$ cat src/rtl/cwe_pkg.sv
package cwe_pkg;

    typedef enum logic [1:0] {
        TBL_QUEUE = 2'd0,
        TBL_VPROC = 2'd1,
        TBL_GROUP = 2'd2,
        TBL_SPARE = 2'd3
    } tbl_e;

    localparam logic [7:0] NONE_FREE = 8'hFF;

endpackage

$ cat src/rtl/cwe_alloc.sv
module cwe_alloc #(
    parameter int N_ENG = 4,
    localparam int ENG_W = (N_ENG > 1) ? $clog2(N_ENG) : 1
) (
    input  logic [N_ENG-1:0] busy_i,
    output logic [N_ENG-1:0] grant_o,
    output logic [ENG_W-1:0] grant_num_o,
    output logic             any_free_o
);

    always_comb begin
        grant_o     = '0;
        grant_num_o = '0;
        any_free_o  = 1'b0;
        for (int e = N_ENG - 1; e >= 0; e--) begin
            if (!busy_i[e]) begin
                grant_o     = '0;
                grant_o[e]  = 1'b1;
                grant_num_o = ENG_W'(e);
                any_free_o  = 1'b1;
            end
        end
    end

endmodule

$ cat src/rtl/cwe_engine.sv
module cwe_engine
    import cwe_pkg::*;
#(
    parameter int IDX_W  = 8,
    parameter int DATA_W = 32,
    localparam int PAD_W = DATA_W - IDX_W - 4
) (
    input  logic              clk,
    input  logic              rst_n,
    input  logic              claim_i,
    input  logic              release_i,
    input  logic              spec_wr_i,
    input  logic              data_wr_i,
    input  logic              data_rd_i,
    input  logic [DATA_W-1:0] wdata_i,
    input  logic              upd_valid_i,
    input  logic [IDX_W-1:0]  upd_index_i,
    input  tbl_e              upd_table_i,
    output logic              busy_o,
    output logic [DATA_W-1:0] spec_o,
    output logic [DATA_W-1:0] data_o
);

    typedef struct packed {
        logic              busy;
        logic              conf;
        tbl_e              typ;
        logic [IDX_W-1:0]  idx;
        logic [DATA_W-1:0] data;
    } eng_t;

    eng_t st_d, st_q;
    logic hit;

    always_comb begin
        hit  = upd_valid_i && st_q.busy
               && (upd_index_i == st_q.idx) && (upd_table_i == st_q.typ);
        st_d = st_q;
        if (hit) st_d.conf = 1'b1;
        if (spec_wr_i && st_q.busy) begin
            st_d.idx = wdata_i[IDX_W-1:0];
            st_d.typ = tbl_e'(wdata_i[IDX_W+1:IDX_W]);
        end
        if (data_wr_i && st_q.busy) st_d.data = wdata_i;
        if (data_rd_i && st_q.busy && st_q.typ == TBL_QUEUE)
            st_d.data[DATA_W-1] = 1'b0;
        if (release_i && st_q.busy) st_d = '0;
        if (claim_i) begin
            st_d      = '0;
            st_d.busy = 1'b1;
        end
    end

    always_ff @(posedge clk or negedge rst_n) begin
        if (!rst_n) st_q <= '0;
        else        st_q <= st_d;
    end

    always_comb begin
        busy_o = st_q.busy;
        spec_o = '0;
        data_o = '0;
        if (st_q.busy) begin
            spec_o = {1'b1, st_q.conf, {PAD_W{1'b0}}, st_q.typ, st_q.idx};
            data_o = st_q.data;
            if (st_q.typ == TBL_QUEUE) data_o[DATA_W-1] = 1'b0;
        end
    end

endmodule

$ cat src/rtl/cwe_top.sv
module cwe_top
    import cwe_pkg::*;
#(
    parameter int N_ENG  = 4,
    parameter int IDX_W  = 8,
    parameter int DATA_W = 32,
    parameter int ADDR_W = 8,
    parameter logic [ADDR_W-1:0] ENG_BASE = 8'h10,
    localparam int ENG_W = (N_ENG > 1) ? $clog2(N_ENG) : 1
) (
    input  logic              clk,
    input  logic              rst_n,
    input  logic              bus_sel,
    input  logic              bus_wr,
    input  logic [ADDR_W-1:0] bus_addr,
    input  logic [DATA_W-1:0] bus_wdata,
    output logic [DATA_W-1:0] bus_rdata,
    input  logic              upd_valid,
    input  logic [IDX_W-1:0]  upd_index,
    input  logic [1:0]        upd_table
);

    typedef struct packed {
        logic [DATA_W-1:0] rdata;
    } top_t;

    top_t top_d, top_q;

    logic [N_ENG-1:0]  busy_vec;
    logic [N_ENG-1:0]  grant;
    logic [N_ENG-1:0]  eng_hit;
    logic [ENG_W-1:0]  grant_num;
    logic              any_free;
    logic              asg_rd;
    logic              in_win;
    logic              is_data;
    logic [ADDR_W-1:0] off;
    logic [DATA_W-1:0] spec_w [N_ENG];
    logic [DATA_W-1:0] data_w [N_ENG];

    always_comb begin
        off     = bus_addr - ENG_BASE;
        in_win  = (bus_addr >= ENG_BASE) && (off < ADDR_W'(2 * N_ENG));
        is_data = off[0];
        asg_rd  = bus_sel && !bus_wr && (bus_addr == '0);
    end

    cwe_alloc #(.N_ENG(N_ENG)) u_alloc (
        .busy_i      (busy_vec),
        .grant_o     (grant),
        .grant_num_o (grant_num),
        .any_free_o  (any_free)
    );

    for (genvar e = 0; e < N_ENG; e++) begin : g_eng
        assign eng_hit[e] = bus_sel && in_win && (off[ADDR_W-1:1] == (ADDR_W-1)'(e));

        cwe_engine #(.IDX_W(IDX_W), .DATA_W(DATA_W)) u_eng (
            .clk         (clk),
            .rst_n       (rst_n),
            .claim_i     (asg_rd && grant[e]),
            .release_i   (eng_hit[e] && !bus_wr && !is_data),
            .spec_wr_i   (eng_hit[e] && bus_wr && !is_data),
            .data_wr_i   (eng_hit[e] && bus_wr && is_data),
            .data_rd_i   (eng_hit[e] && !bus_wr && is_data),
            .wdata_i     (bus_wdata),
            .upd_valid_i (upd_valid),
            .upd_index_i (upd_index),
            .upd_table_i (tbl_e'(upd_table)),
            .busy_o      (busy_vec[e]),
            .spec_o      (spec_w[e]),
            .data_o      (data_w[e])
        );
    end

    always_comb begin
        top_d.rdata = '0;
        if (asg_rd)
            top_d.rdata = any_free ? DATA_W'(grant_num) : DATA_W'(NONE_FREE);
        for (int e = 0; e < N_ENG; e++) begin
            if (eng_hit[e] && !bus_wr)
                top_d.rdata = is_data ? data_w[e] : spec_w[e];
        end
    end

    always_ff @(posedge clk or negedge rst_n) begin
        if (!rst_n) top_q <= '0;
        else        top_q <= top_d;
    end

    assign bus_rdata = top_q.rdata;

endmodule

$ cat config.mk
export PLATFORM = sky130hd
export DESIGN_NAME = cwe_top
export DESIGN_NICKNAME = d
export VERILOG_FILES = /design/src/rtl/cwe_pkg.sv /design/src/rtl/cwe_alloc.sv /design/src/rtl/cwe_engine.sv /design/src/rtl/cwe_top.sv
export SDC_FILE = /design/constraint.sdc
export NUM_CORES = 1
export LEC_CHECK = 0
export ABC_AREA = 1
export BUFFER_PORTS_ARGS = -buffer_cell sky130_fd_sc_hd__buf_2
export CAP_MARGIN = 20
export CORE_MARGIN = 1
export CORE_UTILIZATION = 40
export CTS_CLUSTER_DIAMETER = 100
export DETAILED_ROUTE_END_ITERATION = 7
export GPL_TIMING_DRIVEN = 0
export PLACE_DENSITY_LB_ADDON = 0.1
export RECOVER_POWER = 50
export SLEW_MARGIN = 30
export SYNTH_ARGS = -nofsm -noshare
export SYNTH_HDL_FRONTEND = slang
export SYNTH_SLANG_ARGS = --single-unit
$ cat constraint.sdc
create_clock -name clk -period 3.15 [get_ports clk]
set_input_delay 0.4725 -clock clk [delete_from_list [all_inputs] [get_ports clk]]
set_output_delay 0.4725 -clock clk [all_outputs]
set_load 0.01 [all_outputs]
======== Word level (Yosys, flattened, before mapping) ========
Cells that the tools add are included.
word-level totals
  word-level logic and storage cells ...... 193
  input port bits ......................... 55
  register bits after elaboration ......... 208
operators by class
  $lt $le $gt $ge ......................... 2
  equal/unequal tests ..................... 11
  mux-type cells .......................... 58
  add/sub/neg operators ................... 1
  reduce and logical (&&, ||, !) cells .... 96
operators by type and width
  kind                                                               number
  two-way mux 32 bit                                                 20
  two-way mux 44 bit                                                 8
  logical AND 1 bit                                                  68
  two-way mux 10 bit                                                 4
  nonzero test 3 bit                                                 12
  == test 8 bit                                                      4
  two-way mux 1 bit                                                  16
  two-way mux 4 bit                                                  4
  two-way mux 8 bit                                                  2
  nonzero test 4 bit                                                 4
  == test 7 x 2 -> 1 bit, second input constant                      2
  == test 2 bit                                                      4
  greater-or-equal comparator 8 x 5 -> 1 bit, second input constant  1
  logical NOT 2 bit                                                  4
  logical NOT 8 bit                                                  1
  < comparator 8 x 4 -> 1 bit, second input constant                 1
  two-way mux 2 bit                                                  4
  nonzero test 2 bit                                                 4
  subtractor 8 x 5 -> 8 bit, second input constant                   1
  == test 7 x 1 -> 1 bit, second input constant                      1
  logical NOT 7 bit                                                  1
  logical NOT 1 bit                                                  2

======== Depth between registers and ports, before layout ========
Gate-level depths: netlist (run 1).
  depth after elaboration ................. 12
  gate-level depth with buffers ........... 16

======== Modules after synthesis ========
From an unflattened synthesis (run 1), not the netlist that was laid out.
second synthesis, totals
  cells, all modules ...................... 2031
  area, all modules ....................... 13764.5 um2
modules (own cells, without submodules)
  module      cells each  times used  area an instance (um2)
  cwe_engine  339         4           2521.2
  cwe_top     662         1           3619.7
  cwe_alloc   13          1           60.1

======== Worst setup path before layout (run 1) ========
Ideal clock, no wire load.
  kind .................................... input to register
  from .................................... input bus_addr[4]
  to ...................................... register g_eng[2].u_eng.st_q[40] (netlist bit)
  buffers on the path ..................... 1
  slack ................................... 1.124 ns
  required time ........................... 3.033 ns
  library setup time ...................... 0.117 ns
  arrival ................................. 1.909 ns
  stages on the path ...................... 16
  cell sequence ........................... inv_2 > ha_1 > inv_1 > nand2_1 > nand2_4 > nor2_8 > nand4_4 > nor2_8 > nand2_1 > nand2_2 > nand2_2 > buf_6 > nand2_1 > nand2_1 > o21ai_1 > inv_1
on the way
  longest elaborated chain between the ends .. 10
  elaborated cells between the ends (all ways) .. 19
  those cells by class .................... 1 x add/sub; 2 x order compare; 1 x eq/ne; 2 x mux; 13 x reduce/logical
ends and longest elaborated chain
  what                            RTL line          RTL
  from (decl)                     cwe_top.sv:15     input logic [ADDR_W-1:0] bus_addr,
  subtractor 8 x 5 -> 8 bit       cwe_top.sv:42     off = bus_addr - ENG_BASE;
  < comparator 8 x 4 -> 1 bit     cwe_top.sv:43     in_win = (bus_addr >= ENG_BASE) && (off < ADDR_W'(2 * N_ENG));
  logical AND 1 bit               cwe_top.sv:43
  logical AND 1 bit (2 in a row)  cwe_top.sv:56     assign eng_hit[e] = bus_sel && in_win && (off[ADDR_W-1:1] == (ADDR_W-1)'(e));
  logical AND 1 bit (2 in a row)  cwe_top.sv:62     .release_i (eng_hit[e] && !bus_wr && !is_data),
  logical AND 1 bit               cwe_engine.sv:47  if (release_i && st_q.busy) st_d = '0;
  two-way mux 44 bit              cwe_engine.sv:47
  two-way mux 44 bit              cwe_engine.sv:48  if (claim_i) begin
  to (signal assigned)            cwe_engine.sv:56  else st_q <= st_d;
  to (decl)                       cwe_engine.sv:32  eng_t st_d, st_q;
Several ways; a longest one is shown, not always the timed one. The select of a mux whose other input is x is not followed.
A chain may end at the register's enable or synchronous reset.

==> summary.md, run 1 <==
| Metric | Value |
|---|---|
| Buffers added on ports | `84` |
| CORE AREA | `26,900 µm²` |
| # fillers | `2,808` |
| Min cycle time layout | `2.42 ns` |
| Drt total wl | `34,000 µm` |
| Layout cells sized above 1 | `13.3%` |
| Part of the power in combinational logic | `5.2%` |
| First drt pass iteration count | `7` |
| Fmax | `413 MHz` |
| H-tree Lvls | `1` |
| Post-route insts no fill | `1,917` |
| Crit. End Element | `async pin` |
| Adder-cell share of the synthesized area | `0.229%` |
| Main combinational cell family by area after synthesis | `simple AND/OR/NAND/NOR gates` |
| Worst setup SP type | `primary input` |
| Die Wd | `167 µm` |
| Post-synthesis sequential area ratio | `47.6%` |
| Ys async rst share | `100%` |
| Multi-input gate area | `4510 µm²` |
| Critical path class | `in2async` |
| Initial antenna violation count | `0` |
| Tcrit/Tclk final | `76.9%` |
| Yosys cell types | `45` |
| Hold buffers post-CTS | `1` |
| Relative slew slack | `-18.4%` |
| Dpl cells | `1,872` |
| Vias | `9,759` |
| Slew @ Worst Pin | `1.78 ns` |
| Antenna diode instance count | `0` |
| Post-synth top area share | `47.6%` |
| Max-cap check violation count | `1` |
| Reg clk slew, reported paths | `0.06 ns` |
| Switch share | `24.1%` |
| Mux contribution to synthesized area | `0.0916%` |
| Number of synthesized flops with an enable pin | `0` |
| Nets | `1,616` |
| First-pass GRT wire length | `53,800 µm` |
| Setup Buffers After CTS | `0` |
| Placement Rows | `60` |
| Global placer's final weighted congestion | `0.940` |
| Starting Density | `40.7%` |
| Cell taking the most area after synthesis | `dfrtp_1` |
| Clock Path Buffers | `3` |
| Syn Inst Count | `1,444` |
| Seq pwr share | `46.4%` |
| GRT Residual Overflow | `0` |
| CTS Buf Count | `25` |
| GRT Total Usage | `24.8%` |
| Clock power share | `48.4%` |
| P per Cell Area | `461 nW/µm²` |
| Area grow syn2layout | `15.4%` |
| Flops & latches, synth | `208` |
| Sw Pwr | `1.40 mW` |
| Status | `finished, violations left` |
| Yosys warning count | `0` |
| Avg Inst Size Synth | `7.57 µm²` |
| DR vias/cell | `5.09` |
| Max Slew Vio Count | `70` |
| Final setup fails | `0` |
| Avg WL per Cell | `17.7 µm` |
| CTS tree | `built` |
| Die ar. | `28,000 µm²` |
| Register area | `5200 µm²` |
| I/O pin cnt | `87` |
| Most frequent cells after synthesis | `nand2_1 (461), inv_1 (218), dfrtp_1 (208), nand3_1 (111), o21ai_0 (111)` |
| Root buffer cell | `clkbuf_16` |
| CP Data Required Time | `3.46 ns` |
| Largest net degree at the start of global routing | `70` |
| Simple-gate area share of the yosys netlist | `29.5%` |
| Clk sinks | `208` |
| Top post-synthesis cells by area | `dfrtp_1 (48%), nand2_1 (16%), inv_1 (7.5%)` |
| Synthesized area | `10,900 µm²` |
| Final Hold Vio Count | `0` |
| Max IR drop VDD | `0.329 mV` |
| Dominant synthesized flop cell | `dfrtp_1` |
| Data arrival, critical path | `2.74 ns` |
| Post-synthesis xor/xnor area fraction | `1.44%` |
| Final ANT Viol Nets | `0` |
| Pint | `4.42 mW` |
| Worst-Skew Late Latency | `0.55 ns` |
| Hold Crit Class | `in2reg` |
| Power Total | `5.82 mW` |
| Top-count cell post-synth | `nand2_1` |
| Crit Path Max Fanout | `69` |
| Synth Area in Compound Gates | `9.99%` |
| DR iter-0 viols | `741` |
| P_leak | `7.17 nW` |
| Post-Route Skew | `0.0159 ns` |
| # DRC | `0` |
| Die Ht | `167 µm` |
| Syn nets | `1,501` |
| Post-CTS Resized | `0` |
| Setup repair after global routing missed its margin | `false` |
| HPWL after detailed placement | `23,800 µm` |
| Failing checks | `max-capacitance violations, max-slew violations` |
| Vias in the first global route | `9,223` |
[registers in the layout (all words and copies together), names as in the netlist]
| name | count |
|---|---|
| g_eng.u_eng.st_q | 172 |
| bus_rdata | 32 |
| g_eng.u_eng.busy_o | 4 |
[routing by layer]
metal / vias up / global-route usage [%] / part of all wire, %
li1: 4753 / - / -
met1: 4685 / 37.4 / 49
met2: 278 / 37.9 / 44
met3: 43 / 3.29 / 5.9
met4: 0 / 5.27 / 1.8
met5: - / 0 / 0
[power by group through the flow]
stage / combinational, mW / sequential (mW) / clock, mW
3_3_place_gp: 0.297 / 2.75 / 0
5_1_grt: 0.341 / 2.70 / 2.96
3_5_place_dp: 0.313 / 2.75 / 0
6_report: 0.304 / 2.70 / 2.82
4_1_cts: 0.315 / 2.70 / 2.86
2_1_floorplan: 0.134 / 2.74 / 0
[per-stage QoR]
stage	util (%)	hold slack [ns]	TNS (ns)	setup WS, ns	area (µm²)
3_5_place_dp	44.2	0.385	0	0.483	11900
2_1_floorplan	-	0.177	0	1.12	10900
6_report	46.9	0.215	0	0.727	12600
5_1_grt	46.9	0.215	0	0.334	12600
4_1_cts	47.2	0.203	0	0.822	12700
3_3_place_gp	43.8	0.455	-459.25	-2.23	11800
[final timing paths]
path / from / to / slack [ns] / cells past startpoint
max in group clk: g_eng[0].u_eng.busy_o / g_eng[0].u_eng.st_q[16] / 0.78 / 9
min in group asynchronous: rst_n / g_eng[1].u_eng.st_q[38] / 0.41 / 2
hold reg to reg: g_eng[3].u_eng.st_q[9] / g_eng[3].u_eng.st_q[9] / 0.47 / 2
setup / recovery: rst_n / g_eng[1].u_eng.st_q[25] / 0.73 / 3
setup reg to reg: g_eng[0].u_eng.busy_o / g_eng[0].u_eng.st_q[16] / 0.78 / 9
hold / removal: bus_wdata[31] / g_eng[2].u_eng.st_q[31] / 0.21 / 3
[critical path, cell delays in order]
cell and delay, ns:
dlygate4sd3_1 0.57, buf_8 0.28, clkbuf_2 1.32
[logic make-up (layout without fill, tap and decap cells)]
logic type / Yosys count / in the layout
flip-flops: 208 / 208
AO/OA/AOI/OAI: 206 / 206
AND/OR/NAND/NOR: 716 / 716
XOR/XNOR: 18 / 18
multiplexers: 1 / 1
buffers and inverters: 293 / 425
adder cells (fa/ha/maj): 2 / 2
[area by class of cell]
| class | instances | area share, % |
|---|---|---|
| flip-flops and latches | 208 | 41.3 |
| multi-input cells | 943 | 35.8 |
| inverters | 227 | 6.78 |
| clock buffers | 39 | 6.01 |
| repair buffers | 88 | 3.63 |
| well taps | 341 | 3.38 |
| plain buffers | 66 | 2.86 |
| clock inverters | 5 | 0.317 |
[cell usage in the layout, fill, tap and decap left out, types with 4 or more instances in the layout]
cell type / netlist / layout
o21ai_1: 52 / 52
clkinv_2: 0 / 4
nand3_1: 111 / 111
inv_2: 8 / 8
a21oi_1: 20 / 20
or2_2: 7 / 7
nor3_1: 7 / 7
nor2_1: 55 / 55
nand2_4: 5 / 5
buf_4: 6 / 6
clkbuf_16: 0 / 25
buf_6: 7 / 7
nand2_1: 461 / 461
o21ai_0: 111 / 111
nor2_8: 4 / 4
dfrtp_1: 208 / 208
clkbuf_1: 22 / 44
nor4_1: 6 / 6
inv_1: 218 / 218
xor2_1: 11 / 11
nand4_1: 28 / 28
o22ai_1: 10 / 10
buf_2: 29 / 96
nor2_2: 8 / 8
clkbuf_8: 0 / 8
nand2_2: 10 / 10
xnor2_1: 7 / 7
No activity file was read; power rests on OpenSTA's default activity.
==> run 2: changes to the inputs <==
Settings changed: ABC_AREA 1 to 0.
Clock period 3.15 ns to 2.35 ns, I/O delays scaled along.
==> run 2 against run 1 <==
Net effect:
- the flow now finishes without violations
- clock power is 35% higher
- sequential cell count unchanged
- sequential power increased by 33%
- non-clock buffer count down 5
- critical path type is now reg2reg
- critical endpoint is now bus_rdata[1]
==> summary.md, run 2 <==
| Metric | Value |
|---|---|
| Sw Pwr | `1.76 mW (was 1.40 mW)` |
| Die Wd | `160 µm (was 167 µm)` |
| Crit. End Element | `flop (was async pin)` |
| Clk sinks | `208 (unchanged)` |
| Top-count cell post-synth | `dfrtp_1 (was nand2_1)` |
| Reg2reg end | `bus_rdata[1] (was g_eng[0].u_eng.st_q[16])` |
| Crit Path Max Fanout | `10 (was 69)` |
| Register-to-register setup slack | `0.05 ns (was 0.78 ns)` |
| H-tree Lvls | `1 (unchanged)` |
| Root buffer cell | `clkbuf_16 (unchanged)` |
| Most flops, register | `g_eng.u_eng.st_q (unchanged)` |
| Final setup fails | `0 (unchanged)` |
| First-pass GRT wire length | `47,300 µm (was 53,800 µm)` |
| Syn Inst Count | `937 (was 1,444)` |
| Status | `finished, final reports clean (was finished, violations left)` |
| Avg Inst Size Synth | `10.6 µm² (was 7.57 µm²)` |
| Ys async rst share | `100% (unchanged)` |
| Final Hold Vio Count | `0 (unchanged)` |
| Top post-synthesis cells by area | `dfrtp_1 (52%), mux2i_1 (14%), nor2_1 (5.4%) (was dfrtp_1 (48%), nand2_1 (16%), inv_1 (7.5%))` |
| CP Data Required Time | `2.71 ns (was 3.46 ns)` |
| Clock Path Buffers | `3 (unchanged)` |
| Most frequent cells in the layout | `dfrtp_1 (208), nor2_1 (142), mux2i_1 (135), nand2_1 (133), buf_2 (71) (was nand2_1 (461), inv_1 (218), dfrtp_1 (208), o21ai_0 (111), nand3_1 (111))` |
| Data arrival, critical path | `2.66 ns (was 2.74 ns)` |
| CORE AREA | `24,400 µm² (was 26,900 µm²)` |
| Die ar. | `25,500 µm² (was 28,000 µm²)` |
| Worst setup SP type | `flop (was primary input)` |
| Post-Route Skew | `0.0243 ns (was 0.0159 ns)` |
| Most common cell after layout, fill and taps aside | `dfrtp_1 (was nand2_1)` |
| Avg WL per Cell | `22.1 µm (was 17.7 µm)` |
| Vias | `7,637 (was 9,759)` |
| Post-route insts no fill | `1,376 (was 1,917)` |
| Pint | `6.02 mW (was 4.42 mW)` |
| Die Ht | `160 µm (was 167 µm)` |
| Synthesized area | `9950 µm² (was 10,900 µm²)` |
| Yosys cell types | `60 (was 45)` |
| Post-synthesis sequential area ratio | `52.3% (was 47.6%)` |
| Most frequent cells after synthesis | `dfrtp_1 (208), nor2_1 (142), mux2i_1 (135), nand2_1 (133), clkbuf_1 (41) (was nand2_1 (461), inv_1 (218), dfrtp_1 (208), nand3_1 (111), o21ai_0 (111))` |
| Hold Path Sink | `g_eng[3].u_eng.st_q[16] (was g_eng[2].u_eng.st_q[31])` |
| Vias in the first global route | `7,662 (was 9,223)` |
| Dpl cells | `1,331 (was 1,872)` |
| Final ANT Viol Nets | `0 (unchanged)` |
| I/O pin cnt | `87 (unchanged)` |
| Final setup TNS | `0 ns (unchanged)` |
| Flops & latches, synth | `208 (unchanged)` |
| # DRC | `0 (unchanged)` |
| Hold-critical path depth | `3 (unchanged)` |
| GRT Residual Overflow | `0 (unchanged)` |
| Max IR drop VDD | `0.367 mV (was 0.329 mV)` |
| P_leak | `5.40 nW (was 7.17 nW)` |
| Worst-Skew Late Latency | `0.53 ns (was 0.55 ns)` |
| Tcrit/Tclk final | `97.8%` |
| Cell taking the most area after synthesis | `dfrtp_1 (unchanged)` |
| Dominant synthesized flop cell | `dfrtp_1 (unchanged)` |
| Critical path class | `reg2reg (was in2async)` |
| DR iter-0 viols | `674 (was 741)` |
| DR vias/cell | `5.55 (was 5.09)` |
| Slew @ Worst Pin | `1.43 ns (was 1.78 ns)` |
| Max Slew Vio Count | `0 (was 70)` |
| CTS tree | `built (unchanged)` |
| Util after Layout | `47.6% (was 46.9%)` |
| GRT Total Usage | `24.2% (was 24.8%)` |
| Clock power share | `49.0% (was 48.4%)` |
| Min Hold Slack | `0.129 ns (was 0.215 ns)` |
| Drt total wl | `30,400 µm (was 34,000 µm)` |
| Largest net degree at the start of global routing | `81 (was 70)` |
| Antenna diode instance count | `0 (unchanged)` |
| Area grow syn2layout | `16.7% (was 15.4%)` |
| HPWL after detailed placement | `20,100 µm (was 23,800 µm)` |
| Buffers added on ports | `68 (was 84)` |
| Switch share | `22.6% (was 24.1%)` |
| Yosys warning count | `0 (unchanged)` |
| Worst Setup SP | `g_eng[2].u_eng.busy_o (was rst_n)` |
| Placement Rows | `57 (was 60)` |
| Min cycle time layout | `2.30 ns` |
| Nets | `1,092 (was 1,616)` |
| FF-to-FF path depth | `7 (was 9)` |
| Max-cap check violation count | `0 (was 1)` |
| Reg2reg start | `g_eng[2].u_eng.busy_o (was g_eng[0].u_eng.busy_o)` |
| P per Cell Area | `669 nW/µm² (was 461 nW/µm²)` |
| Max reg flops | `172 (unchanged)` |
| # fillers | `2,375 (was 2,808)` |
| Power Total | `7.77 mW (was 5.82 mW)` |
| Global placer's final weighted congestion | `0.894 (was 0.940)` |
| Syn nets | `994 (was 1,501)` |
| Relative slew slack | `4.82% (was -18.4%)` |
| Seq pwr share | `46.3% (was 46.4%)` |
| CTS Buf Count | `24 (was 25)` |
| Initial antenna violation count | `0 (unchanged)` |
| First drt pass iteration count | `5 (was 7)` |
| Starting Density | `40.8% (was 40.7%)` |
| Layout cells sized above 1 | `15.4% (was 13.3%)` |
| Reg clk slew, reported paths | `0.06 ns (about the same)` |
| Number of synthesized flops with an enable pin | `0 (unchanged)` |
| Part of the power in combinational logic | `4.7% (was 5.2%)` |
| Hold Crit Class | `in2reg (unchanged)` |
| Hold path start | `bus_wdata[16] (was bus_wdata[31])` |
| Post-synth top area share | `52.3% (was 47.6%)` |
| Fmax | `435 MHz` |
==> run 2: kinds of logic (layout without fill, tap and decap cells) <==
logic type | count (synthesis) | after routing | synth area share, %
simple gates | 337 | 337 | 15.1
flops | 208 | 208 | 52.3
mux | 138 | 138 | 13.9
compound gates | 130 | 130 | 10.6
buf+inv | 82 | 197 | 4.27
xor+xnor | 40 | 40 | 3.52
fa+ha+maj | 2 | 2 | 0.251
==> run 2: repair_timing <==
item / 4_1_cts / 5_1_grt
buffers inserted: 2 / 1
hold buffers: 1 / 0
pin swaps: 1 / 1
resized for setup: 9 / 10
endpoints found under the setup margin: 57 / 91
hold endpoints to repair: 48 / 0
==> run 2: layout make-up <==
class	count	area [µm²]	area share, %
clock inverters	5	86.3	0.743
flip-flops and latches	208	5200	44.8
well taps	324	405	3.49
inverters	5	18.8	0.162
clock buffers	38	723	6.23
multi-input cells	647	4340	37.3
repair buffers	74	423	3.64
plain buffers	75	417	3.59
==> run 2: power by group through the flow <==
stage	Combinational (mW)	Clock (mW)	Sequential [mW]
2_1_floorplan	0.150	0	3.66
3_3_place_gp	0.353	0	3.66
3_5_place_dp	0.366	0	3.66
4_1_cts	0.371	3.87	3.60
5_1_grt	0.400	4.04	3.60
6_report	0.364	3.81	3.60
==> run 2: through the flow <==
stage	area (µm²)	setup slack [ns]
after floorplan	9950	0.182
after global placement	10700	-2.88
after detailed placement	10800	-0.612
after CTS	11600	0.0166
after global routing	11600	-0.000580
final	11600	0.0505
==> run 2: critical path, stage by stage, from the launching register on <==
cell	delay, ns
dfrtp_1	0.48
and3b_1	0.18
buf_2	0.26
buf_2	0.40
nand2_1	0.10
a31oi_1	0.27
a21oi_1	0.06
o21ai_0	0.37
==> run 2: routing by layer <==
| layer | track usage, % | up-vias | share of wire, % | wire length [µm] |
|---|---|---|---|---|
| met5 | 0 | - | 0 | 0 |
| met4 | 4.63 | 0 | 1.5 | 468 |
| met3 | 2.73 | 40 | 5.6 | 1700 |
| met2 | 37.4 | 233 | 45 | 13700 |
| met1 | 36.7 | 3868 | 48 | 14600 |
| li1 | - | 3496 | - | - |
==> run 2: worst max path at each step <==
stage | cells past startpoint | slack, ns | end
final | 7 | 0.05 | bus_rdata[1]
after CTS | 7 | 0.02 | bus_rdata[5]
after detailed placement | 7 | -0.61 | g_eng[0].u_eng.st_q[41]
after global routing | 7 | -0.0006 | g_eng[0].u_eng.st_q[15]
after floorplan | 8 | 0.18 | g_eng[3].u_eng.st_q[31]
after global placement | 1 | -2.88 | bus_rdata[16]
==> run 3: changes to the inputs <==
==> constraint.sdc (replaced) <==
create_clock -name clk -period 2.35 [get_ports clk]
set_input_delay 0.235 -clock clk [delete_from_list [all_inputs] [get_ports clk]]
set_output_delay 0.235 -clock clk [all_outputs]
set_load 0.01 [all_outputs]
==> run 3 against run 2 <==
Net effect:
- clock power about the same
- non-clock buffer count unchanged
- total power down 0.24%
- critical path depth is the same
- wire length shrank 0.12%
- sequential power about the same
- design area decreased by 0.28%
- global-route usage stayed put
- utilization shrank 0.13 points
- combinational power fell by 2%
- die area stayed put
- critical endpoint unchanged
- largest cell class unchanged
- largest power group unchanged
- highest routed layer unchanged
==> summary.md, run 3 (synthesis results as in run 2) <==
| Metric | Value |
|---|---|
| Crit Path Max Fanout | `10 (unchanged)` |
| Data arrival, critical path | `2.63 ns (was 2.66 ns)` |
| Worst-Skew Late Latency | `0.53 ns (about the same)` |
| Critical path class | `reg2reg (unchanged)` |
| Max reg flops | `172 (unchanged)` |
| Post-route insts no fill | `1,376 (unchanged)` |
| P_leak | `5.39 nW (was 5.40 nW)` |
| Die Wd | `160 µm (unchanged)` |
| First-pass GRT wire length | `47,300 µm (unchanged)` |
| CORE AREA | `24,400 µm² (unchanged)` |
| Status | `finished, final reports clean (unchanged)` |
| Max IR drop VDD | `0.367 mV (about the same)` |
| Largest net degree at the start of global routing | `81 (unchanged)` |
| Antenna diode instance count | `0 (unchanged)` |
| CP Data Required Time | `2.71 ns (about the same)` |
| Post-Route Skew | `0.0210 ns (was 0.0243 ns)` |
| GRT Total Usage | `24.2% (unchanged)` |
| Most frequent cells in the layout | `dfrtp_1 (208), nor2_1 (142), mux2i_1 (135), nand2_1 (133), buf_2 (71) (unchanged)` |
| DR iter-0 viols | `741 (was 674)` |
| Max-cap check violation count | `0 (unchanged)` |
| P per Cell Area | `669 nW/µm² (about the same)` |
| Dpl cells | `1,331 (unchanged)` |
| Tcrit/Tclk final | `96.7% (was 97.8%)` |
| Die ar. | `25,500 µm² (unchanged)` |
| GRT Residual Overflow | `0 (unchanged)` |
| Final Hold Vio Count | `0 (unchanged)` |
| Max Slew Vio Count | `0 (unchanged)` |
| HPWL after detailed placement | `20,100 µm (unchanged)` |
| Placement Rows | `57 (unchanged)` |
| Layout cells sized above 1 | `15.4% (unchanged)` |
| DR vias/cell | `5.52 (was 5.55)` |
| Post-route worst setup slack | `0.0776 ns (was 0.0505 ns)` |
| Reg2reg end | `bus_rdata[1] (unchanged)` |
| Relative slew slack | `11.9% (was 4.82%)` |
| First drt pass iteration count | `8 (was 5)` |
| # DRC | `0 (unchanged)` |
| Most common cell after layout, fill and taps aside | `dfrtp_1 (unchanged)` |
| Hold Crit Class | `in2reg (unchanged)` |
| # fillers | `2,380 (was 2,375)` |
| Worst Setup SP | `g_eng[2].u_eng.busy_o (unchanged)` |
| Critical Path Sink | `bus_rdata[1] (unchanged)` |
| Initial antenna violation count | `0 (unchanged)` |
| Buffers added on ports | `68 (unchanged)` |
| FF-to-FF path depth | `7 (unchanged)` |
| Final setup fails | `0 (unchanged)` |
| Crit. End Element | `flop (unchanged)` |
| Worst setup SP type | `flop (unchanged)` |
| Vias | `7,596 (was 7,637)` |
| H-tree Lvls | `1 (unchanged)` |
| Reg clk slew, reported paths | `0.06 ns (about the same)` |
| Die Ht | `160 µm (unchanged)` |
| I/O pin cnt | `87 (unchanged)` |
| Most flops, register | `g_eng.u_eng.st_q (unchanged)` |
| Nets | `1,092 (unchanged)` |
| Reg2reg start | `g_eng[2].u_eng.busy_o (unchanged)` |
| Area grow syn2layout | `16.4% (was 16.7%)` |
| Avg WL per Cell | `22.1 µm (about the same)` |
| Clk sinks | `208 (unchanged)` |
| Final ANT Viol Nets | `0 (unchanged)` |
| CTS tree | `built (unchanged)` |
| Min cycle time layout | `2.27 ns (was 2.30 ns)` |
| Vias in the first global route | `7,662 (unchanged)` |
| Slew @ Worst Pin | `1.32 ns (was 1.43 ns)` |
| Global placer's final weighted congestion | `0.894 (unchanged)` |
| Drt total wl | `30,400 µm (about the same)` |
| CTS Buf Count | `24 (unchanged)` |
| Root buffer cell | `clkbuf_16 (unchanged)` |
| Starting Density | `40.8% (unchanged)` |
| Register-to-register setup slack | `0.08 ns (was 0.05 ns)` |
| Setup WS pre-CTS | `-0.495 ns (was -0.612 ns)` |
| Clock Path Buffers | `3 (unchanged)` |
| Fmax | `440 MHz (was 435 MHz)` |
==> run 3: power by group <==
part | internal (mW) | total (mW) | switching (mW)
registers | 3.59 | 3.60 | 0.00787
clock network | 2.32 | 3.80 | 1.48
logic | 0.0965 | 0.356 | 0.260
total | 6.01 | 7.75 | 1.74
==> run 3: area by class of cell <==
class                           count  area [µm²]  share of cell area (%)
Clock buffer                       38         723                    6.24
Inverter                            5        18.8                   0.162
Multi-Input combinational cell    647        4340                    37.4
Buffer                             75         417                    3.60
Sequential cell                   208        5200                    44.9
Tap cell                          324         405                    3.50
Timing Repair Buffer               74         390                    3.37
Clock inverter                      5        86.3                   0.745
==> run 3: per-stage QoR <==
stage	total power, mW	area [µm²]	utilization [%]	TNS, ns	hold slack [ns]
after CTS	7.84	11600	47.6	0	0.00477
after global placement	4.02	10700	43.9	-610.73	0.471
after detailed placement	4.03	10800	44.1	-39.95	0.188
final	7.75	11600	47.5	0	0.0138
after global routing	8.03	11600	47.5	-0.000580	0.0100
after floorplan	3.81	9950	-	0	-0.0606
==> run 3: routing by layer <==
layer	vias to the layer above	global-route usage, %	wire length (µm)
met3	45	2.73	1660
li1	3487	-	-
met4	0	4.63	490
met5	-	0	0
met2	237	37.4	13800
met1	3827	36.7	14400
==> run 3: what timing repair did <==
| action | 4_1_cts | 5_1_grt |
|---|---|---|
| pin swaps | 1 | 1 |
| endpoints found under the setup margin | 57 | 91 |
| endpoints found under the hold margin | 48 | 0 |
| hold buffers | 1 | 0 |
| gates resized for setup | 9 | 10 |
| setup buffers | 2 | 1 |
==> run 3: worst min path at each step <==
stage / startpoint / to / depth (start not counted)
after global routing: bus_wdata[25] / g_eng[1].u_eng.st_q[25] / 3
after detailed placement: rst_n / g_eng[0].u_eng.st_q[37] / 1
after global placement: g_eng[0].u_eng.st_q[21] / bus_rdata[21] / 2
final: bus_wdata[28] / g_eng[2].u_eng.st_q[28] / 3
after floorplan: rst_n / bus_rdata[0] / 0
after CTS: bus_wdata[28] / g_eng[0].u_eng.st_q[28] / 3
==> run 3: worst max-delay path, cell delays in order (launching register included) <==
cell and delay [ns]:
dfrtp_1 0.48, and3b_1 0.18, buf_2 0.26, buf_2 0.38, nand2_1 0.10, a31oi_1 0.27, a21oi_1 0.06, o21ai_0 0.36
